## src/rtl/irq_agg_pkg.sv

```systemverilog
package irq_agg_pkg;
    localparam int DATA_W = 12;
    localparam int ADDR_W = 2;
    localparam int PIO_N  = 6;

    localparam logic [ADDR_W-1:0] A_SYS = 2'd0;
    localparam logic [ADDR_W-1:0] A_PIO = 2'd1;
    localparam logic [ADDR_W-1:0] A_STS = 2'd2;

    localparam int B_VTX_EN = 6;
    localparam int B_ADC_EN = 7;
    localparam int B_LEVEL  = 8;
    localparam int B_PIO_LO = 6;
    localparam int B_S_ADC  = 0;
    localparam int B_S_VTX  = 1;
    localparam int B_S_IO   = 2;
    localparam int B_S_SUM  = 11;

    typedef struct packed {
        logic level_mode;
        logic adc_en;
        logic vtx_en;
    } ctl_t;

    typedef struct packed {
        logic sum;
        logic io;
        logic vtx;
        logic adc;
    } sts_t;

    function automatic logic [DATA_W-1:0] sts_word(sts_t s);
        logic [DATA_W-1:0] w;
        w = '0;
        w[B_S_ADC] = s.adc;
        w[B_S_VTX] = s.vtx;
        w[B_S_IO]  = s.io;
        w[B_S_SUM] = s.sum;
        return w;
    endfunction

    function automatic logic [DATA_W-1:0] ctl_word(ctl_t c);
        logic [DATA_W-1:0] w;
        w = '0;
        w[B_VTX_EN] = c.vtx_en;
        w[B_ADC_EN] = c.adc_en;
        w[B_LEVEL]  = c.level_mode;
        return w;
    endfunction

    function automatic ctl_t ctl_from_word(logic [DATA_W-1:0] w);
        ctl_t c;
        c.vtx_en     = w[B_VTX_EN];
        c.adc_en     = w[B_ADC_EN];
        c.level_mode = w[B_LEVEL];
        return c;
    endfunction
endpackage

```

## src/rtl/irq_ctl_regs.sv

```systemverilog
module irq_ctl_regs
    import irq_agg_pkg::*;
#(
    parameter int PIO = PIO_N
) (
    input  logic              clk,
    input  logic              rst,
    input  logic              wr,
    input  logic [ADDR_W-1:0] addr,
    input  logic [DATA_W-1:0] wdata,
    output ctl_t              ctl,
    output logic [PIO-1:0]    pio_en
);
    logic unused_lo;
    assign unused_lo = ^wdata[B_VTX_EN-1:0];

    always_ff @(posedge clk) begin
        if (rst) begin
            ctl    <= '0;
            pio_en <= '0;
        end else if (wr) begin
            if (addr == A_SYS) ctl <= ctl_from_word(wdata);
            if (addr == A_PIO) pio_en <= wdata[B_PIO_LO +: PIO];
        end
    end
endmodule

```

## src/rtl/irq_pin_watch.sv

```systemverilog
module irq_pin_watch #(
    parameter int N = 6
) (
    input  logic         clk,
    input  logic         rst,
    input  logic [N-1:0] pin,
    input  logic [N-1:0] is_out,
    input  logic [N-1:0] en,
    output logic         fire
);
    logic [N-1:0] sync1, sync2, prev, chg;

    for (genvar gi = 0; gi < N; gi++) begin : g_bit
        always_ff @(posedge clk) begin
            if (rst) begin
                sync1[gi] <= 1'b0;
                sync2[gi] <= 1'b0;
                prev[gi]  <= 1'b0;
            end else begin
                sync1[gi] <= pin[gi];
                sync2[gi] <= sync1[gi];
                prev[gi]  <= sync2[gi];
            end
        end
        assign chg[gi] = (sync2[gi] ^ prev[gi]) & ~is_out[gi] & en[gi];
    end

    assign fire = |chg;
endmodule

```

## src/rtl/irq_status_core.sv

```systemverilog
module irq_status_core
    import irq_agg_pkg::*;
(
    input  logic clk,
    input  logic rst,
    input  logic adc_done,
    input  logic xform_done,
    input  logic io_fire,
    input  logic rd_clr,
    input  ctl_t ctl,
    output sts_t sts,
    output logic irq_pull
);
    logic fire_adc, fire_vtx, fire_any;
    logic hold_q, hold_nxt, pulse_q;
    sts_t sts_nxt;

    always_comb begin
        fire_adc = adc_done & ctl.adc_en;
        fire_vtx = xform_done & ctl.vtx_en;
        fire_any = fire_adc | fire_vtx | io_fire;
        // clear first, then set: an event at the read edge survives
        sts_nxt     = rd_clr ? '0 : sts;
        sts_nxt.adc = sts_nxt.adc | fire_adc;
        sts_nxt.vtx = sts_nxt.vtx | fire_vtx;
        sts_nxt.io  = sts_nxt.io  | io_fire;
        sts_nxt.sum = sts_nxt.sum | fire_any;
        hold_nxt    = (rd_clr ? 1'b0 : hold_q) | fire_any;
    end

    always_ff @(posedge clk) begin
        if (rst) begin
            sts     <= '0;
            hold_q  <= 1'b0;
            pulse_q <= 1'b0;
        end else begin
            sts     <= sts_nxt;
            hold_q  <= hold_nxt;
            pulse_q <= fire_any;
        end
    end

    assign irq_pull = ctl.level_mode ? hold_q : pulse_q;
endmodule

```

## src/rtl/irq_aggregator.sv

```systemverilog
module irq_aggregator
    import irq_agg_pkg::*;
(
    input  logic              clk,
    input  logic              rst,
    input  logic [ADDR_W-1:0] bus_addr,
    input  logic              bus_wr,
    input  logic              bus_rd,
    input  logic [DATA_W-1:0] bus_wdata,
    output logic [DATA_W-1:0] bus_rdata,
    input  logic              adc_done,
    input  logic              xform_done,
    input  logic [PIO_N-1:0]  pio_pin,
    input  logic [PIO_N-1:0]  pio_is_out,
    output logic              irq_pull
);
    ctl_t             ctl;
    sts_t             sts;
    logic [PIO_N-1:0] pio_en;
    logic             io_fire;
    logic             rd_clr;

    assign rd_clr = bus_rd && (bus_addr == A_STS);

    irq_ctl_regs #(.PIO(PIO_N)) u_regs (
        .clk(clk), .rst(rst), .wr(bus_wr), .addr(bus_addr),
        .wdata(bus_wdata), .ctl(ctl), .pio_en(pio_en)
    );

    irq_pin_watch #(.N(PIO_N)) u_pins (
        .clk(clk), .rst(rst), .pin(pio_pin), .is_out(pio_is_out),
        .en(pio_en), .fire(io_fire)
    );

    irq_status_core u_core (
        .clk(clk), .rst(rst), .adc_done(adc_done), .xform_done(xform_done),
        .io_fire(io_fire), .rd_clr(rd_clr), .ctl(ctl), .sts(sts),
        .irq_pull(irq_pull)
    );

    always_comb begin
        bus_rdata = '0;
        case (bus_addr)
            A_SYS:   bus_rdata = ctl_word(ctl);
            A_PIO:   bus_rdata[B_PIO_LO +: PIO_N] = pio_en;
            A_STS:   bus_rdata = sts_word(sts);
            default: bus_rdata = '0;
        endcase
    end
endmodule

```

## config.mk

```make
export PLATFORM = sky130hd
export DESIGN_NAME = irq_aggregator
export DESIGN_NICKNAME = d
export VERILOG_FILES = /design/src/rtl/irq_agg_pkg.sv /design/src/rtl/irq_ctl_regs.sv /design/src/rtl/irq_pin_watch.sv /design/src/rtl/irq_status_core.sv /design/src/rtl/irq_aggregator.sv
export SDC_FILE = /design/constraint.sdc
export NUM_CORES = 1
export LEC_CHECK = 0
export BUFFER_PORTS_ARGS = -buffer_cell sky130_fd_sc_hd__buf_2
export CAP_MARGIN = 40
export CORE_MARGIN = 4
export CORE_UTILIZATION = 55
export CTS_BUF_LIST = sky130_fd_sc_hd__clkbuf_8
export DETAILED_ROUTE_END_ITERATION = 7
export PLACE_DENSITY = 0.94
export SLEW_MARGIN = 30
export SYNTH_ARGS = -nofsm -noshare
export SYNTH_HDL_FRONTEND = slang
export SYNTH_SLANG_ARGS = --single-unit
export TNS_END_PERCENT = 5
```

## constraint.sdc

```tcl
create_clock -name clk -period 2.7 [get_ports clk]
set_input_delay 0.27 -clock clk [delete_from_list [all_inputs] [get_ports clk]]
set_output_delay 0.27 -clock clk [all_outputs]
set_load 0.05 [all_outputs]
```

* After elaboration in Yosys (flattened, before gate mapping) *
Cells that the tools add are included.
W data, S select, Z words.

storage, ports and cells
  flip-flop bits (word level) = 33
  output and inout bits = 13
  logic and storage cells = 73

operators by class
  eq/ne operators = 2
  muxes and demuxes = 5
  bitwise logic cells = 33
  reduce and logical (&&, ||, !) cells = 5

operators with widths
  cell                  number
  $pmux W6 S3           1
  $and A1 B1 Y1         14
  $or A1 B1 Y1          7
  $not A1 Y1            6
  $reduce_or A6 Y1      1
  $xor A1 B1 Y1         6
  $mux W4               1
  $reduce_and A2 Y1     2
  $mux W3               1
  $eq A2 B1 Y1 const B  1
  $eq A2 B2 Y1 const B  1
  $logic_not A2 Y1      1
  $mux W1               2
  $logic_and A1 B1 Y1   1

* Longest topological paths before layout *
Gate-level depths: netlist of the first run.

  depth in word-level cells = 6
  depth in mapped cells = 6
  mapped depth without buffers = 4

* Hierarchy *
A second synthesis of the first run with hierarchy kept.

second synthesis, totals
  cells, all modules = 131
  area total of the unflattened synthesis = 1,350.0 µm²

modules (own cells, without submodules)
  module           instances  cells an instance  area each (µm²)
  irq_pin_watch    1          52                 595.6
  irq_ctl_regs     1          38                 401.6
  irq_status_core  1          22                 217.7
  irq_aggregator   1          19                 135.1

* Worst setup path before layout of the first run *
No wires, ideal clock.

  path type = input to output
  start point = input bus_addr[0]
  end point = output bus_rdata[6]
  arrival time = 1.151 ns
  path slack = 1.279 ns
  stages = 3
  buffers on the path = 1
  path through = buf_6 > mux2i_1 > nor2_1

between the ends
  longest elaborated chain between the ends = 2

ends and longest elaborated chain
  what                                        line                  RTL
  from (decl)                                 irq_aggregator.sv:6   input logic [ADDR_W-1:0] bus_addr,
  $eq A2 B2 Y1, or another cell as far along  irq_aggregator.sv:43  case (bus_addr)
  $pmux W6 S3 (*)                             irq_aggregator.sv:43
  to (decl)                                   irq_aggregator.sv:10  output logic [DATA_W-1:0] bus_rdata,

Mark *: on every way between the ends. The rest lies on a longest branch, timed or not.

* Worst setup path in the final report of the first run *
  start point = input bus_addr[0]
  end point = output bus_rdata[11]

The elaborated chain is that of the path after synthesis.

==> results of run 1 <==
-- state kept, by name, indices dropped and copies added, names as in the netlist --
register	count
u_core.hold_q	1
u_core.pulse_q	1
u_core.sts	4
u_pins.prev	6
u_pins.sync1	6
u_pins.sync2	6
u_regs.ctl	3
u_regs.pio_en	6
-- cells by family after synthesis --
family                 share of synthesized area [%]
buffers and inverters                          5.445
AND/OR/NAND/NOR                                26.77
flip-flops                                     47.91
AO/OA/AOI/OAI                                  10.62
multiplexers                                   5.173
other                                         0.2720
XOR/XNOR                                       3.811
-- routing by layer --
layer	up-vias	routed length, um
met5	-	0
met4	0	81
met3	10	218
met2	41	1265
met1	459	920
li1	496	-
-- per-stage QoR --
step	utilization [%]	setup WS, ns	power (uW)	std cells
floorplan	-	1.279	602.2	132
global placement	66.88	1.217	623.9	187
detailed placement	66.88	1.201	628.9	187
CTS	70.64	1.189	986.7	194
global route	70.64	1.104	1017	194
finish	70.64	1.193	977.3	194
-- layout make-up --
class | count | area share, %
clock buffers | 6 | 5.089
clock inverters | 1 | 0.2313
inverters | 2 | 0.4626
repair buffers | 36 | 11.26
multi-input cells | 88 | 40.09
well taps | 28 | 2.159
flip-flops and latches | 33 | 40.71
-- worst register-to-register path, stage by stage (launching register included) --
cell and delay (ns):
sky130_fd_sc_hd__dfxtp_1 0.31, sky130_fd_sc_hd__xnor2_1 0.18, sky130_fd_sc_hd__nor3b_2 0.07, sky130_fd_sc_hd__nor3_2 0.31, sky130_fd_sc_hd__a41oi_1 0.20
-- worst max path at each step --
stage                startpoint             to  slack (ns)  cells after the start
floorplan           bus_addr[0]   bus_rdata[6]        1.28                      3
global placement    bus_addr[0]  bus_rdata[11]        1.22                      5
detailed placement  bus_addr[0]  bus_rdata[11]        1.20                      5
CTS                 bus_addr[0]  bus_rdata[11]        1.19                      5
global route        bus_addr[0]  bus_rdata[10]        1.10                      5
finish              bus_addr[0]  bus_rdata[11]        1.19                      5
-- where the power goes --
group / switching, uW / total (uW) / internal [uW]
registers: 10.2 / 516 / 506
clock network: 162 / 360 / 198
logic: 60.3 / 102 / 41.3
total: 232 / 977 / 745
-- placed cells by master (no fill, tap or decap), types with 3 or more instances in the layout --
| cell type | synthesis | layout |
|---|---|---|
| sky130_fd_sc_hd__a21oi_2 | 6 | 6 |
| sky130_fd_sc_hd__a31oi_1 | 3 | 3 |
| sky130_fd_sc_hd__and2_1 | 5 | 5 |
| sky130_fd_sc_hd__buf_2 | 0 | 35 |
| sky130_fd_sc_hd__clkbuf_8 | 0 | 6 |
| sky130_fd_sc_hd__conb_1 | 1 | 3 |
| sky130_fd_sc_hd__dfxtp_1 | 33 | 33 |
| sky130_fd_sc_hd__inv_1 | 2 | 3 |
| sky130_fd_sc_hd__mux2i_1 | 6 | 6 |
| sky130_fd_sc_hd__nand2_1 | 3 | 3 |
| sky130_fd_sc_hd__nand2_2 | 7 | 7 |
| sky130_fd_sc_hd__nand3_1 | 6 | 6 |
| sky130_fd_sc_hd__nor2_1 | 8 | 8 |
| sky130_fd_sc_hd__nor2b_1 | 18 | 18 |
| sky130_fd_sc_hd__xnor2_1 | 5 | 5 |
==> metrics.cfg, run 1 <==
[power_and_ir_drop]
power-per-cell-area_nw_per_um2 = 602.2
ir_drop_mv = 0.4684
power_leakage_uw = 0.0006653

[cells_and_area]
multi_input_gate_area_in_the_final_layout_sq_um = 650.6
antennaDiodeCount = 0
design_area_sq_um = 1623
final_layout_size_suffix_gt1_share_pct = 39.76
n_fill_cell = 178
syn2layout_area_growth_pct = 17.70
seq_area_sq_um = 660.6
num-nets-final = 198

[timing]
timing.final.setup_violations = 0
timing.final.max_slew_violations = 0
fin_tns_setup_ns = 0
fin_crit_sh_pct = 55.81
unrepaired_setup_endpoints_after_global_routing = false
worstMarginPinSlew_ns = 0.6301
timing.clock.skew_ns = 0.004446
slew_headroom_pct = 57.99
fin_hold_ws_ns = 0.1953
final_number_of_hold_violating_endpoints = 0
max_fclk_mhz = 663.6
fin_crit_ns = 1.507

[die]
starting_utilization_of_the_core_area_pct = 60.02
die_w_um = 58.07
die_height_um = 58.07
design.core.area_sq_um = 2297
dieArea_sq_um = 3372
pin_count = 45
num_rows = 17

[yosys]
syn_avg_cell_area_sq_um = 10.61
fraction_of_synthesized_cell_area_taken_by_the_top_area_cell_type_pct = 47.91
synth-edff-count = 0
synth_top_cells_by_area = sky130_fd_sc_hd__dfxtp_1 48%, sky130_fd_sc_hd__nor2b_1 8.2%, sky130_fd_sc_hd__mux2i_1 4.4%, sky130_fd_sc_hd__a21oi_2 3.8%, sky130_fd_sc_hd__nand2_2 3.2%
synth.yosys.warnings = 0
cell_type_contributing_the_most_total_cell_area_after_synthesis = sky130_fd_sc_hd__dfxtp_1
yosysMostFrequentCell = sky130_fd_sc_hd__dfxtp_1
post_synth_inst_count = 130
synth.lib_cells_used.distinct = 32
syn-cell-area_sq_um = 1379
synthArstFlopShare_pct = 0
synthTopCellsByCount = 33 x sky130_fd_sc_hd__dfxtp_1, 18 x sky130_fd_sc_hd__nor2b_1, 8 x sky130_fd_sc_hd__nor2_1, 7 x sky130_fd_sc_hd__nand2_2
synth-seq-cells = 33
seq_area_frac_synth_pct = 47.91
postSynth.topFlopCell = sky130_fd_sc_hd__dfxtp_1

[cts]
cts_post_setup_buffers_inserted = 0
tritoncts_clock_tree = yes
cts_repair_resize_count = 0
clock-root-buffer = sky130_fd_sc_hd__clkbuf_8
clk_transition_reported_paths_ns = 0.06
holdBufCountCts = 0
number_of_clock_buffers_inserted_by_tritoncts = 5
tritoncts_num_sinks = 33
insertion_delay_ns = 0.28
htree_num_levels = 2
cts_max_path_buffers = 2

[routing]
route.detailed.wl_per_inst_um = 12.81
routed_wirelength_mm = 2.486
drt-vias-per-instance = 5.186
dr.first_iter.drc_count = 30
first_pass_iters = 4
drc_violations = 0
final_antenna_net_count = 0
num_vias = 1006

[setup_path]
r2r.worst_path.cells = 4
path_delay_family = buffers and inverters
worst_setup_path_type = primary input to output pin
startpoint_type = primary input
timing.critical_path.slowest_cell_delay_ns = 0.25
startpoint_of_the_most_critical_register_to_register_path = u_pins.prev[3]$_SDFF_PP0_
critical_path_maximum_fanout = 10
ff2ff_setup_slack_ns = 1.49
end_kind = output pin
critPathArrivalTime_ns = 1.24
cpMostUsedCell = sky130_fd_sc_hd__buf_2
cp_data_required_time_ns = 2.43
worstReg2RegEnd = u_core.hold_q$_SDFF_PP0_
crit_slowest_cell = sky130_fd_sc_hd__buf_2
critical_path.cell_chain = buf_2 > nor2b_1 > buf_4 > a22o_1 > buf_2
crit_buf_inv = 3

[placed_design]
postPlaceCellArea_sq_um = 1536
dpl.hpwl_mm = 1.900
finalWeightedCongestion = 0.7868
io_buffers = 35

[global_route]
first_pass_grt_wire_length_mm = 4.126
grt_resource_usage_total_pct = 16.81
maximum_number_of_pins_on_one_net_before_global_route_repair = 34
antenna_violations_before_repair = 0
met2_usage_pct = 28.71
globalRoute.totalOverflow = 0
global_route.usage.met3_pct = 6.013
first_global_vias = 975
gr-max-usage-layer = met2
use_met1_pct = 17.08

[worst_hold_path]
worst_hold_path.num_cells = 2
hold_path.class = primary input to flip-flop
hold-path-endpoint = u_pins.sync1[5]$_SDFF_PP0_
holdCritStartpoint = pio_pin[5]

[flow_run]
drv_cap = 0

[run_status]
run_status = complete, no violations

Note: power is estimated with default switching activity, not from simulation.
==> inputs of run 2 (changes only) <==
--- a/config.mk
+++ b/config.mk
@@ -8,10 +8,10 @@
 export BUFFER_PORTS_ARGS = -buffer_cell sky130_fd_sc_hd__buf_2
 export CAP_MARGIN = 40
 export CORE_MARGIN = 4
-export CORE_UTILIZATION = 55
+export CORE_UTILIZATION = 51
 export CTS_BUF_LIST = sky130_fd_sc_hd__clkbuf_8
 export DETAILED_ROUTE_END_ITERATION = 7
-export PLACE_DENSITY = 0.94
+export PLACE_DENSITY = 0.88
 export SLEW_MARGIN = 30
 export SYNTH_ARGS = -nofsm -noshare
 export SYNTH_HDL_FRONTEND = slang
==> constraint.sdc (replaced) <==
create_clock -name clk -period 1.4 [get_ports clk]
set_input_delay 0.14 -clock clk [delete_from_list [all_inputs] [get_ports clk]]
set_output_delay 0.14 -clock clk [all_outputs]
set_load 0.05 [all_outputs]
==> run 2 against run 1 <==
Net effect: worst hold slack got worse by 0.13 ns; flip-flop and latch count stayed put; sequential share of layout area shrank 0.13 points; sequential power rose by 93%; combinational power rose by 95%; setup slack got worse by 1.1 ns; largest power group unchanged; clock-buffer cell count decreased by 1; wire length down 4.3%; via count is 1.6% lower; non-clock buffer count rose by 2.
==> metrics.cfg, run 2 (synthesis gave the netlist of run 1 again) <==
[cts]
insertion_delay_ns = 0.28
cts_post_setup_buffers_inserted = 0
tritoncts_clock_tree = yes
holdBufCountCts = 0
tritoncts_num_sinks = 33
htree_num_levels = 2
cts_max_path_buffers = 2
number_of_clock_buffers_inserted_by_tritoncts = 5
clk_transition_reported_paths_ns = 0.06
cts_repair_resize_count = 0
clock-root-buffer = sky130_fd_sc_hd__clkbuf_8

[die]
die_height_um = 60.00
starting_utilization_of_the_core_area_pct = 54.66
pin_count = 45
die_w_um = 60.00
num_rows = 18
dieArea_sq_um = 3599
design.core.area_sq_um = 2522

[power_and_ir_drop]
power_leakage_uw = 0.0006663
share_clk_of_total_power_pct = 34.4
netSwitchingPower_uw = 435.5
post-layout-total-power_uw = 1820
power_frac_seq_pct = 54.6
power-per-cell-area_nw_per_um2 = 1118
power.share.combinational_pct = 10.9
power.switching_fraction_pct = 23.92
ir_drop_mv = 0.9912
power_report.internal_total_uw = 1385

[worst_hold_path]
hold_path.class = primary input to flip-flop

[setup_path]
worstReg2RegEnd = u_core.sts[3]$_SDFF_PP0_
critical_path_maximum_fanout = 3
ff2ff_setup_slack_ns = 0.23
crit_path_end = irq_pull
crit_path_start = u_regs.ctl[2]$_SDFFE_PP0P_
worst_setup_path_type = flip-flop to output pin
startpoint_of_the_most_critical_register_to_register_path = u_pins.prev[3]$_SDFF_PP0_
end_kind = output pin
r2r.worst_path.cells = 4
startpoint_type = flip-flop
cp_data_required_time_ns = 1.26
critPathArrivalTime_ns = 1.21

[global_route]
grt_resource_usage_total_pct = 14.50
first_pass_grt_wire_length_mm = 3.732
maximum_number_of_pins_on_one_net_before_global_route_repair = 34
first_global_vias = 904
antenna_violations_before_repair = 0
globalRoute.totalOverflow = 0

[routing]
first_pass_iters = 4
num_vias = 990
dr.first_iter.drc_count = 35
routed_wirelength_mm = 2.378
route.detailed.wl_per_inst_um = 12.07
final_antenna_net_count = 0
drt-vias-per-instance = 5.025
drc_violations = 0

[timing]
fin_tns_setup_ns = 0
timing.final.setup_violations = 0
timing.clock.skew_ns = 0.005492
final_number_of_hold_violating_endpoints = 0
max_fclk_mhz = 743.4
fin_crit_sh_pct = 96.08
fin_hold_ws_ns = 0.06962
unrepaired_setup_endpoints_after_global_routing = false
timing.final.max_slew_violations = 0
fin_crit_ns = 1.345

[run_status]
run_status = complete, no violations

[placed_design]
finalWeightedCongestion = 0.8306
io_buffers = 35
postPlaceCellArea_sq_um = 1554
dpl.hpwl_mm = 1.813

[cells_and_area]
design_area_sq_um = 1628
commonest_cells_after_routing_fill_and_taps_aside = 35 x sky130_fd_sc_hd__buf_2, 33 x sky130_fd_sc_hd__dfxtp_1, 18 x sky130_fd_sc_hd__nor2b_1, 8 x sky130_fd_sc_hd__nor2_1, 7 x sky130_fd_sc_hd__nand2_2
num-nets-final = 200
mostFrequentLayoutCell = sky130_fd_sc_hd__buf_2
syn2layout_area_growth_pct = 18.06
final_layout_size_suffix_gt1_share_pct = 40.72
antennaDiodeCount = 0

[flow_run]
drv_cap = 0

run 2: changes by cell type in the layout (fill, tap and decap cells not counted), sizes merged:
cell,delta
clkinv,+1
inv,-1
clkbuf,-1
buf,+2
run 2: cell type report:
cell class / instances / area [sq um]
Clock inverter: 1 / 5.005
Inverter: 2 / 7.507
Timing Repair Buffer: 38 / 197.7
Tap cell: 30 / 37.54
Sequential cell: 33 / 660.6
Fill cell: 209 / 894.6
Clock buffer: 5 / 68.82
Multi-Input combinational cell: 88 / 650.6
run 2: worst max-delay path, stage by stage, from the launching register on:
cell	delay [ns]
sky130_fd_sc_hd__dfxtp_1	0.38
sky130_fd_sc_hd__mux2_2	0.34
sky130_fd_sc_hd__buf_2	0.21
run 2: through the flow:
stage / std cells / setup WS, ns / utilization [%]
6_report: 197 / 0.05482 / 64.53
3_3_place_gp: 191 / 0.1776 / 61.61
3_5_place_dp: 191 / 0.1434 / 61.61
5_1_grt: 197 / 0.02834 / 64.53
4_1_cts: 197 / 0.04424 / 64.53
2_1_floorplan: 132 / 0.1824 / -
run 2: power by group through the flow:
stage	Combinational (uW)	Clock (uW)	Sequential, uW
final	199	627	995
after global placement	194	0	1010
after global routing	218	682	998
after detailed placement	199	0	1020
after floorplan	151	0	1010
after CTS	200	654	995
run 2: layer usage:
metal	up-vias	share of wire, %	global-route usage, %
met5	-	0	0
met4	0	1.8	8.544
met3	6	8.5	4.536
met2	43	50	24.85
met1	443	39	15.45
li1	498	-	-
run 2: worst min-delay path by stage:
stage | from | endpoint | slack [ns] | cells after the start
after floorplan | rst | u_pins.prev[5]$_SDFF_PP0_ | 0.21 | 1
after global placement | pio_pin[5] | u_pins.sync1[5]$_SDFF_PP0_ | 0.35 | 2
after detailed placement | pio_pin[3] | u_pins.sync1[3]$_SDFF_PP0_ | 0.35 | 2
after CTS | pio_pin[3] | u_pins.sync1[3]$_SDFF_PP0_ | 0.06 | 2
after global routing | pio_pin[5] | u_pins.sync1[5]$_SDFF_PP0_ | 0.07 | 2
final | pio_pin[3] | u_pins.sync1[3]$_SDFF_PP0_ | 0.07 | 2
